--- src/rtl/flash_cmd_decoder.sv ---
module flash_cmd_decoder #(
  parameter int ADDR_W   = 20,
  parameter bit TOP_BOOT = 1'b0,
  parameter logic [7:0] MFR_CODE = 8'h1F
) (
  input  logic              clk,
  input  logic              rst_n,
  input  logic              wr_en,
  input  logic [ADDR_W-1:0] wr_addr,
  input  logic [7:0]        wr_data,
  input  logic              busy,
  input  logic              boot_locked,
  input  logic [ADDR_W-1:0] rd_addr,
  input  logic [7:0]        array_rdata,
  output logic [7:0]        rd_data,
  output logic              id_mode,
  output logic              prog_req,
  output logic [ADDR_W-1:0] prog_addr,
  output logic [7:0]        prog_data,
  output logic              erase_req,
  output logic              lock_req
);
  localparam logic [7:0] DEV_CODE = TOP_BOOT ? 8'h27 : 8'h23;

  typedef enum logic [2:0] {S_IDLE, S_U1, S_U2, S_PRG, S_E1, S_E2, S_E3} st_t;
  st_t st, st_nx;

  wire acc   = wr_en && !busy;
  wire at_lo = wr_addr[14:0] == 15'h5555;
  wire at_hi = wr_addr[14:0] == 15'h2AAA;

  always_comb begin
    st_nx = S_IDLE;
    case (st)
      S_IDLE: if (at_lo && wr_data == 8'hAA) st_nx = S_U1;
      S_U1:   if (at_hi && wr_data == 8'h55) st_nx = S_U2;
      S_U2:   if (at_lo && wr_data == 8'hA0) st_nx = S_PRG;
              else if (at_lo && wr_data == 8'h80) st_nx = S_E1;
      S_E1:   if (at_lo && wr_data == 8'hAA) st_nx = S_E2;
      S_E2:   if (at_hi && wr_data == 8'h55) st_nx = S_E3;
      default: st_nx = S_IDLE;
    endcase
  end

  wire fire_prog  = acc && st == S_PRG;
  wire fire_erase = acc && st == S_E3 && at_lo && wr_data == 8'h10;
  wire fire_lock  = acc && st == S_E3 && at_lo && wr_data == 8'h40;
  wire id_set     = acc && st == S_U2 && at_lo && wr_data == 8'h90;
  wire id_clr     = acc && wr_data == 8'hF0 && (st == S_IDLE || (st == S_U2 && at_lo));

  always_ff @(posedge clk or negedge rst_n) begin
    if (!rst_n) begin
      st        <= S_IDLE;
      id_mode   <= 1'b0;
      prog_req  <= 1'b0;
      erase_req <= 1'b0;
      lock_req  <= 1'b0;
      prog_addr <= '0;
      prog_data <= '0;
    end else begin
      if (acc) st <= st_nx;
      if (id_set) id_mode <= 1'b1;
      else if (id_clr) id_mode <= 1'b0;
      prog_req  <= fire_prog;
      erase_req <= fire_erase;
      lock_req  <= fire_lock;
      if (fire_prog) begin
        prog_addr <= wr_addr;
        prog_data <= wr_data;
      end
    end
  end

  always_comb begin
    if (!id_mode)                                rd_data = array_rdata;
    else if (rd_addr == ADDR_W'(0))              rd_data = MFR_CODE;
    else if (rd_addr == ADDR_W'(1))              rd_data = DEV_CODE;
    else if (rd_addr == ADDR_W'(2))              rd_data = {7'b0, boot_locked};
    else                                         rd_data = 8'h00;
  end

  assert_one_req_R2: assert property (@(posedge clk) disable iff (!rst_n)
    $onehot0({prog_req, erase_req, lock_req}));
  assert_erase_cmd_R3: assert property (@(posedge clk) disable iff (!rst_n)
    !$past(rst_n) || !erase_req || ($past(wr_data) == 8'h10 && $past(wr_addr[14:0]) == 15'h5555 && $past(wr_en)));
  assert_lock_cmd_R4: assert property (@(posedge clk) disable iff (!rst_n)
    !$past(rst_n) || !lock_req || ($past(wr_data) == 8'h40 && $past(wr_en)));
  assert_id_enter_R5: assert property (@(posedge clk) disable iff (!rst_n)
    $rose(id_mode) |-> $past(acc && wr_data == 8'h90));
  assert_busy_quiet_R9: assert property (@(posedge clk) disable iff (!rst_n)
    (busy || !wr_en) |=> !prog_req && !erase_req && !lock_req);
  assert_pulse_R2: assert property (@(posedge clk) disable iff (!rst_n)
    prog_req |=> !prog_req);
endmodule

--- config.mk ---
export PLATFORM = sky130hd
export DESIGN_NAME = flash_cmd_decoder
export DESIGN_NICKNAME = d
export VERILOG_FILES = /design/src/rtl/flash_cmd_decoder.sv
export SDC_FILE = /design/constraint.sdc
export NUM_CORES = 1
export LEC_CHECK = 0
export BUFFER_PORTS_ARGS = -buffer_cell sky130_fd_sc_hd__buf_2
export CORE_MARGIN = 2
export CORE_UTILIZATION = 43
export CTS_CLUSTER_SIZE = 10
export DETAILED_ROUTE_END_ITERATION = 6
export PLACE_DENSITY = 0.89
export SLEW_MARGIN = 20
export SYNTH_ARGS = -nofsm -noshare
export SYNTH_HDL_FRONTEND = slang
export SYNTH_SLANG_ARGS = --single-unit
--- constraint.sdc ---
create_clock -name clk -period 2.2 [get_ports clk]
set_input_delay 0 -clock clk [delete_from_list [all_inputs] [get_ports clk]]
set_output_delay 0 -clock clk [all_outputs]
set_load 0.02 [all_outputs]
# --- After elaboration in Yosys (flattened, before gate mapping) ---
# Cells that the tools add are included.
op_classes:
  eq_ne: 18
  n_mux: 13
  reduce_logical: 21
op_table:
  columns: ["operator", "count"]
  rows:
  - ["== test 8 bit, second input constant", 5]
  - ["== test 20 x 1 -> 1 bit, second input constant", 1]
  - ["== test 20 x 2 -> 1 bit, second input constant", 1]
  - ["zero test 20 bit", 1]
  - ["== test 8 x 7 -> 1 bit, second input constant", 2]
  - ["logical AND 1 bit", 16]
  - ["== test 15 x 14 -> 1 bit, second input constant", 1]
  - ["== test 15 bit, second input constant", 1]
  - ["one-hot mux 3 bit (5 select lines)", 1]
  - ["2-to-1 mux 3 bit", 4]
  - ["2-to-1 mux 6 bit", 2]
  - ["== test 3 bit, second input constant", 3]
  - ["== test 8 x 5 -> 1 bit, second input constant", 1]
  - ["2-to-1 mux 8 bit", 1]
  - ["== test 3 x 2 -> 1 bit, second input constant", 2]
  - ["2-to-1 mux 1 bit", 4]
  - ["== test 3 x 1 -> 1 bit, second input constant", 1]
  - ["zero test 3 bit", 1]
  - ["2-to-1 mux 2 bit", 1]
  - ["nonzero test 2 bit", 1]
  - ["zero test 1 bit", 1]
  - ["logical OR 1 bit", 1]
totals:
  register_bits: 35
  in_bits: 61
  output_inout_bits: 40
  wordCells: 59

# --- Logic depth before layout (Yosys ltp) ---
depth:
  ltp_word: 6
  ltp_mapped: 5
  ltp_nobuf: 5

# --- Worst setup path after synthesis ---
# OpenSTA, ideal clock, no wires.
synth_timing:
  kind: "register to register"
  startpoint: "register st[1]"
  endpoint: "register prog_addr[0]"
  setup_ns: 0.125
  arrival_time_ns: 1.586
  t_required_ns: 2.075
  path_slack_ns: 0.490
  path_stages_with_launch: 6
  path_buffers: 2
  synth_period_minus_slack_ns: 1.710
  cell_sequence: "dfrtp_1 nand2_1 nor3_1 clkbuf_1 buf_2 mux2_2"
synth_via:
  elab_chain_cells: 2
synth_lines:
  columns: ["element", "line_no", "source"]
  rows:
  - ["from (decl)", "26", "st_t st, st_nx;"]
  - ["from (signal assigned)", "61", "if (acc) st <= st_nx;"]
  - ["== test 3 x 2 -> 1 bit", "45", "wire fire_prog = acc && st == S_PRG;"]
  - ["logical AND 1 bit", "45", null]
  - ["net fire_prog", "45", null]
  - ["to (signal assigned)", "68", "prog_addr <= wr_addr;"]
  - ["to (decl)", "18", "output logic [ADDR_W-1:0] prog_addr,"]
# The timed path passes the listed nets, and every way through them passes these cells.
# A chain may end at the register's enable or synchronous reset.

# --- Worst setup path in the final report ---
layout_timing:
  startpoint: "input wr_data[1]"
  endpoint: "register st[1]"
layout_via:
  elab_chain_cells: 4
  word_cells_on_any_way: 8
  cone_classes: "eq/ne (2); mux (4); reduce/logical (2)"
layout_lines:
  columns: ["element", "line_no", "source"]
  rows:
  - ["from (decl)", "10", "input logic [7:0] wr_data,"]
  - ["== test 8 x 7 -> 1 bit / == test 8 bit (equally long branches)", "36, 40, 37", null]
  - ["logical AND 1 bit, on equally long branches", "36, 40, 37", null]
  - ["2-to-1 mux 3 bit (tied with other cells)", "40", "S_E2: if (at_hi && wr_data == 8'h55) st_nx = S_E3;"]
  - ["one-hot mux 3 bit (5 select lines) *", "34", "case (st)"]
# Every way passes the cells marked *; elsewhere a longest branch is shown, timed or not.

==> report_table.html <==
<table>
<tr><th>Metric</th><th>Value</th></tr>
<tr><th colspan="2">Run status</th></tr>
<tr><td>Result of the run</td><td>completed</td></tr>
<tr><th colspan="2">Layout</th></tr>
<tr><td>Area growth from synthesis to final layout</td><td>56.5%</td></tr>
<tr><td>Share of cells above drive strength 1</td><td>53.5%</td></tr>
<tr><td>Filler cells</td><td>281</td></tr>
<tr><td>Multi-input combinational cell area</td><td>812 um2</td></tr>
<tr><td>Ant diodes</td><td>0</td></tr>
<tr><td>Final net count</td><td>333</td></tr>
<tr><td>Final Non-Filler Cells</td><td>321</td></tr>
<tr><td>Final design area excluding fillers</td><td>2630 um2</td></tr>
<tr><td>Register area</td><td>876 um2</td></tr>
<tr><th colspan="2">Routing</th></tr>
<tr><td>First-pass iteration count of the detailed router</td><td>5</td></tr>
<tr><td>Number of nets with antenna violations after detailed routing</td><td>0</td></tr>
<tr><td>Residual DRC count</td><td>0</td></tr>
<tr><td>Drt initial violations</td><td>60</td></tr>
<tr><td>Wire length per cell after detailed routing</td><td>14.5 um</td></tr>
<tr><td>Via Count</td><td>1670</td></tr>
<tr><td>Routed metal-1 wire length</td><td>1.78 mm</td></tr>
<tr><td>Post-detailed-route via-to-cell ratio</td><td>5.20</td></tr>
<tr><td>Routed wl met2</td><td>2.47 mm</td></tr>
<tr><td>Routed length on met3</td><td>328 um</td></tr>
<tr><td>Top layer reached by signal wires</td><td>met4</td></tr>
<tr><td>Aggregate routed wire length</td><td>4.66 mm</td></tr>
<tr><th colspan="2">Logic synthesis</th></tr>
<tr><td>Cell taking the most area after synthesis</td><td>sky130_fd_sc_hd__dfrtp_1</td></tr>
<tr><td>Fraction of synthesized cell area taken by the top area cell type</td><td>52.1%</td></tr>
<tr><td>Fraction of registers with async set/reset</td><td>100%</td></tr>
<tr><td>Mean instance size in the synthesized netlist</td><td>12.0 um2</td></tr>
<tr><td>Top-count cell post-synth</td><td>sky130_fd_sc_hd__dfrtp_1</td></tr>
<tr><td>Flip-flop and latch count after synthesis</td><td>35</td></tr>
<tr><td>Number of standard cells after synthesis</td><td>140</td></tr>
<tr><td>Number of different library cells in the post-synthesis netlist</td><td>31</td></tr>
<tr><td>Count of flip-flops with a built-in enable after synthesis</td><td>0</td></tr>
<tr><td>Net count after synthesis</td><td>201</td></tr>
<tr><td>Flip-flop cell with the highest count after synthesis</td><td>sky130_fd_sc_hd__dfrtp_1</td></tr>
<tr><td>Post-Synthesis Cell Area</td><td>1680 um2</td></tr>
<tr><td>Most frequent cells after synthesis</td><td>35 x sky130_fd_sc_hd__dfrtp_1, 28 x sky130_fd_sc_hd__mux2_2, 10 x sky130_fd_sc_hd__nor4_1</td></tr>
<tr><td>Largest cells by area after synthesis</td><td>sky130_fd_sc_hd__dfrtp_1 52%, sky130_fd_sc_hd__mux2_2 19%, sky130_fd_sc_hd__nor4_1 3.7%</td></tr>
<tr><td>Portion of the post-synthesis area used by sequential elements</td><td>52.1%</td></tr>
<tr><td>Number of synthesis warnings</td><td>0</td></tr>
<tr><th colspan="2">Worst setup path</th></tr>
<tr><td>Startpoint-to-endpoint class of the critical path</td><td>input port to flop</td></tr>
<tr><td>Critical path startpoint category</td><td>input port</td></tr>
<tr><td>Max stage delay cell, worst path</td><td>sky130_fd_sc_hd__or4b_1</td></tr>
<tr><td>Crit path required time</td><td>2.39 ns</td></tr>
<tr><td>Largest stage delay on the critical path</td><td>0.54 ns</td></tr>
<tr><td>Count of buffer and inverter cells on the critical path</td><td>2</td></tr>
<tr><td>Critical path arrival</td><td>2.20 ns</td></tr>
<tr><td>Critical-path cell list</td><td>dlygate4sd3_1 &gt; buf_2 &gt; or4b_1 &gt; or4_4 &gt; nor4_1 &gt; a21oi_1 &gt; o21ai_0</td></tr>
<tr><td>CP top delay family</td><td>simple AND/OR/NAND/NOR gates</td></tr>
<tr><td>Maximum net fanout on the critical path</td><td>4</td></tr>
<tr><td>Worst Setup End Kind</td><td>flop</td></tr>
<tr><th colspan="2">Clocking</th></tr>
<tr><td>CTS clk-pin slew, worst paths</td><td>0.07 ns</td></tr>
<tr><td>TritonCTS Buffers</td><td>5</td></tr>
<tr><td>CTS Root Buffer Type</td><td>sky130_fd_sc_hd__clkbuf_8</td></tr>
<tr><td>Num Clock Sinks</td><td>35</td></tr>
<tr><td>Maximum buffer depth of the clock tree</td><td>2</td></tr>
<tr><td>TritonCTS clock tree</td><td>done</td></tr>
<tr><td>H-tree lvl count</td><td>2</td></tr>
<tr><td>Worst-Skew Late Latency</td><td>0.28 ns</td></tr>
<tr><th colspan="2">Placed design</th></tr>
<tr><td>Routability cong.</td><td>0.857</td></tr>
<tr><td>Instance count after placement with tap cells included</td><td>286</td></tr>
<tr><td>HPWL after detailed placement</td><td>3.20 mm</td></tr>
<tr><td>IO buf count</td><td>100</td></tr>
<tr><td>Cell area after placement</td><td>2250 um2</td></tr>
<tr><td>Placement-stage worst setup slack</td><td>0.475 ns</td></tr>
<tr><th colspan="2">Floorplan</th></tr>
<tr><td>Site row count</td><td>22</td></tr>
<tr><td>Number of ports placed on the die boundary</td><td>101</td></tr>
<tr><td>Total core area</td><td>3720 um2</td></tr>
<tr><td>Die Span Y</td><td>66.5 um</td></tr>
<tr><td>Die extent in x</td><td>66.5 um</td></tr>
<tr><td>Initial standard-cell utilization of the core</td><td>45.2%</td></tr>
<tr><td>Die area</td><td>4420 um2</td></tr>
<tr><th colspan="2">Power</th></tr>
<tr><td>Leakage power summed over all cells</td><td>0.00136 uW</td></tr>
<tr><td>Total Power</td><td>1340 uW</td></tr>
<tr><td>Largest voltage drop on the vdd net</td><td>0.413 mV</td></tr>
<tr><td>Total power density per cell area</td><td>510 nW/um2</td></tr>
<tr><th colspan="2">Global route</th></tr>
<tr><td>Global-route congestion overflow total</td><td>0</td></tr>
<tr><td>Maximum number of pins on one net before global-route repair</td><td>36</td></tr>
<tr><td>Overall global routing resource usage</td><td>22.0%</td></tr>
<tr><td>Initial antenna violation count</td><td>0</td></tr>
<tr><td>First-pass GRT wire length</td><td>7.22 mm</td></tr>
<tr><td>Number of global-route vias before repair</td><td>1583</td></tr>
<tr><th colspan="2">Run</th></tr>
<tr><td>Max-cap violation count</td><td>0</td></tr>
<tr><th colspan="2">STA</th></tr>
<tr><td>Final critical-path share of the clock period</td><td>91.4%</td></tr>
<tr><td>Endpoints failing setup</td><td>0</td></tr>
<tr><td>Slew @ Worst Pin</td><td>0.746 ns</td></tr>
<tr><td>Final Hold Fails</td><td>0</td></tr>
<tr><td>Pins Over Slew Limit</td><td>0</td></tr>
<tr><td>Unrepaired setup endpoints after global routing</td><td>no</td></tr>
<tr><td>Maximum clock skew at final layout</td><td>0.00213 ns</td></tr>
<tr><td>Worst Slack Setup Final</td><td>0.188 ns</td></tr>
<tr><td>Worst relative slew slack</td><td>50.3%</td></tr>
<tr><td>Maximum clock rate</td><td>0.497 GHz</td></tr>
<tr><td>Minimum clock period after layout</td><td>2.01 ns</td></tr>
<tr><td>Accumulated negative setup slack</td><td>0 ns</td></tr>
<tr><th colspan="2">Worst hold path</th></tr>
<tr><td>Path category of the worst min-delay check</td><td>input port to flop</td></tr>
</table>
## report_power, final
part	switching, uW	internal, uW	total (uW)
logic	111	115	226
clock network	222	221	443
registers	9.73	663	673
## final cells by class
class	instances	area share, %
tap	48	2.28
sequential	35	33.3
clock buffer	6	2.76
inverter	3	0.428
timing repair buffer	128	29.9
clock inverter	2	0.476
multi-input combinational	99	30.9
## placed cells by master, fill, tap and decap left out, types with 3 or more instances in the layout
cell / synthesis / routed
sky130_fd_sc_hd__nand4b_1: 3 / 3
sky130_fd_sc_hd__clkbuf_8: 0 / 5
sky130_fd_sc_hd__dlygate4sd3_1: 0 / 25
sky130_fd_sc_hd__nor2_1: 4 / 4
sky130_fd_sc_hd__inv_1: 3 / 3
sky130_fd_sc_hd__dfrtp_1: 35 / 35
sky130_fd_sc_hd__nor3_1: 4 / 3
sky130_fd_sc_hd__nor2b_1: 3 / 3
sky130_fd_sc_hd__nand2_1: 9 / 9
sky130_fd_sc_hd__buf_2: 1 / 100
sky130_fd_sc_hd__nor4_1: 10 / 10
sky130_fd_sc_hd__nand3_1: 6 / 6
sky130_fd_sc_hd__a21o_1: 4 / 4
sky130_fd_sc_hd__mux2_2: 28 / 28
sky130_fd_sc_hd__o21ai_0: 4 / 4
## flip-flops by register name, indices dropped and copies added, names as in the netlist
signal	flops
prog_req	1
st	3
id_mode	1
erase_req	1
lock_req	1
prog_addr	20
prog_data	8
## worst reg2reg max path: stages, from the launching register on
cell and delay [ns]:
sky130_fd_sc_hd__dfrtp_1 0.46, sky130_fd_sc_hd__or2b_1 0.25, sky130_fd_sc_hd__or4_4 0.41, sky130_fd_sc_hd__nor4_1 0.29, sky130_fd_sc_hd__a21oi_1 0.08, sky130_fd_sc_hd__o21ai_0 0.11
## layer usage
layer  vias to the layer above  GRT usage [%]
met1                       785           25.0
met5                         -              0
met3                         6           5.41
met4                         0           9.18
met2                        80           39.1
li1                        799              -
## kinds of logic (layout without fill, tap and decap cells)
family | count (synthesis) | count (layout) | share of synthesized area [%]
muxes | 28 | 28 | 18.8
DFF | 35 | 35 | 52.1
buffers and inverters | 6 | 139 | 1.41
AOI/OAI and AO/OA | 15 | 15 | 6.18
and+or+nand+nor | 56 | 56 | 21.5
## path summary, 6_finish.rpt
check	start	endpoint	slack, ns	cells after the start
min in group asynchronous	rst_n	prog_addr[5]$_DFFE_PN0P_	0.35	2
max in group asynchronous	rst_n	prog_data[6]$_DFFE_PN0P_	1.38	2
worst max-delay path	wr_data[1]	st[1]$_DFFE_PN0N_	0.19	7
worst min-delay path	wr_data[2]	prog_data[2]$_DFFE_PN0P_	0.02	2
worst max register to register	st[1]$_DFFE_PN0N_	st[1]$_DFFE_PN0N_	0.52	5
worst min register to register	prog_addr[4]$_DFFE_PN0P_	prog_addr[4]$_DFFE_PN0P_	0.50	1
## what timing repair did
| action | CTS | global route |
|---|---|---|
| setup buffers | 0 | 2 |
| setup endpoints to repair | 0 | 1 |
| endpoints found under the hold margin | 58 | 1 |
| resized for setup | 0 | 4 |
| hold buffers | 25 | 1 |
## stage by stage
stage | util, % | hold slack (ns)
floorplan | - | -0.296
global placement | 60.6 | 0.112
detailed placement | 60.6 | 0.112
CTS | 69.7 | 0.0130
global route | 70.8 | 0.0290
finish | 70.8 | 0.0214
Note: power is estimated with default switching activity, not from simulation.
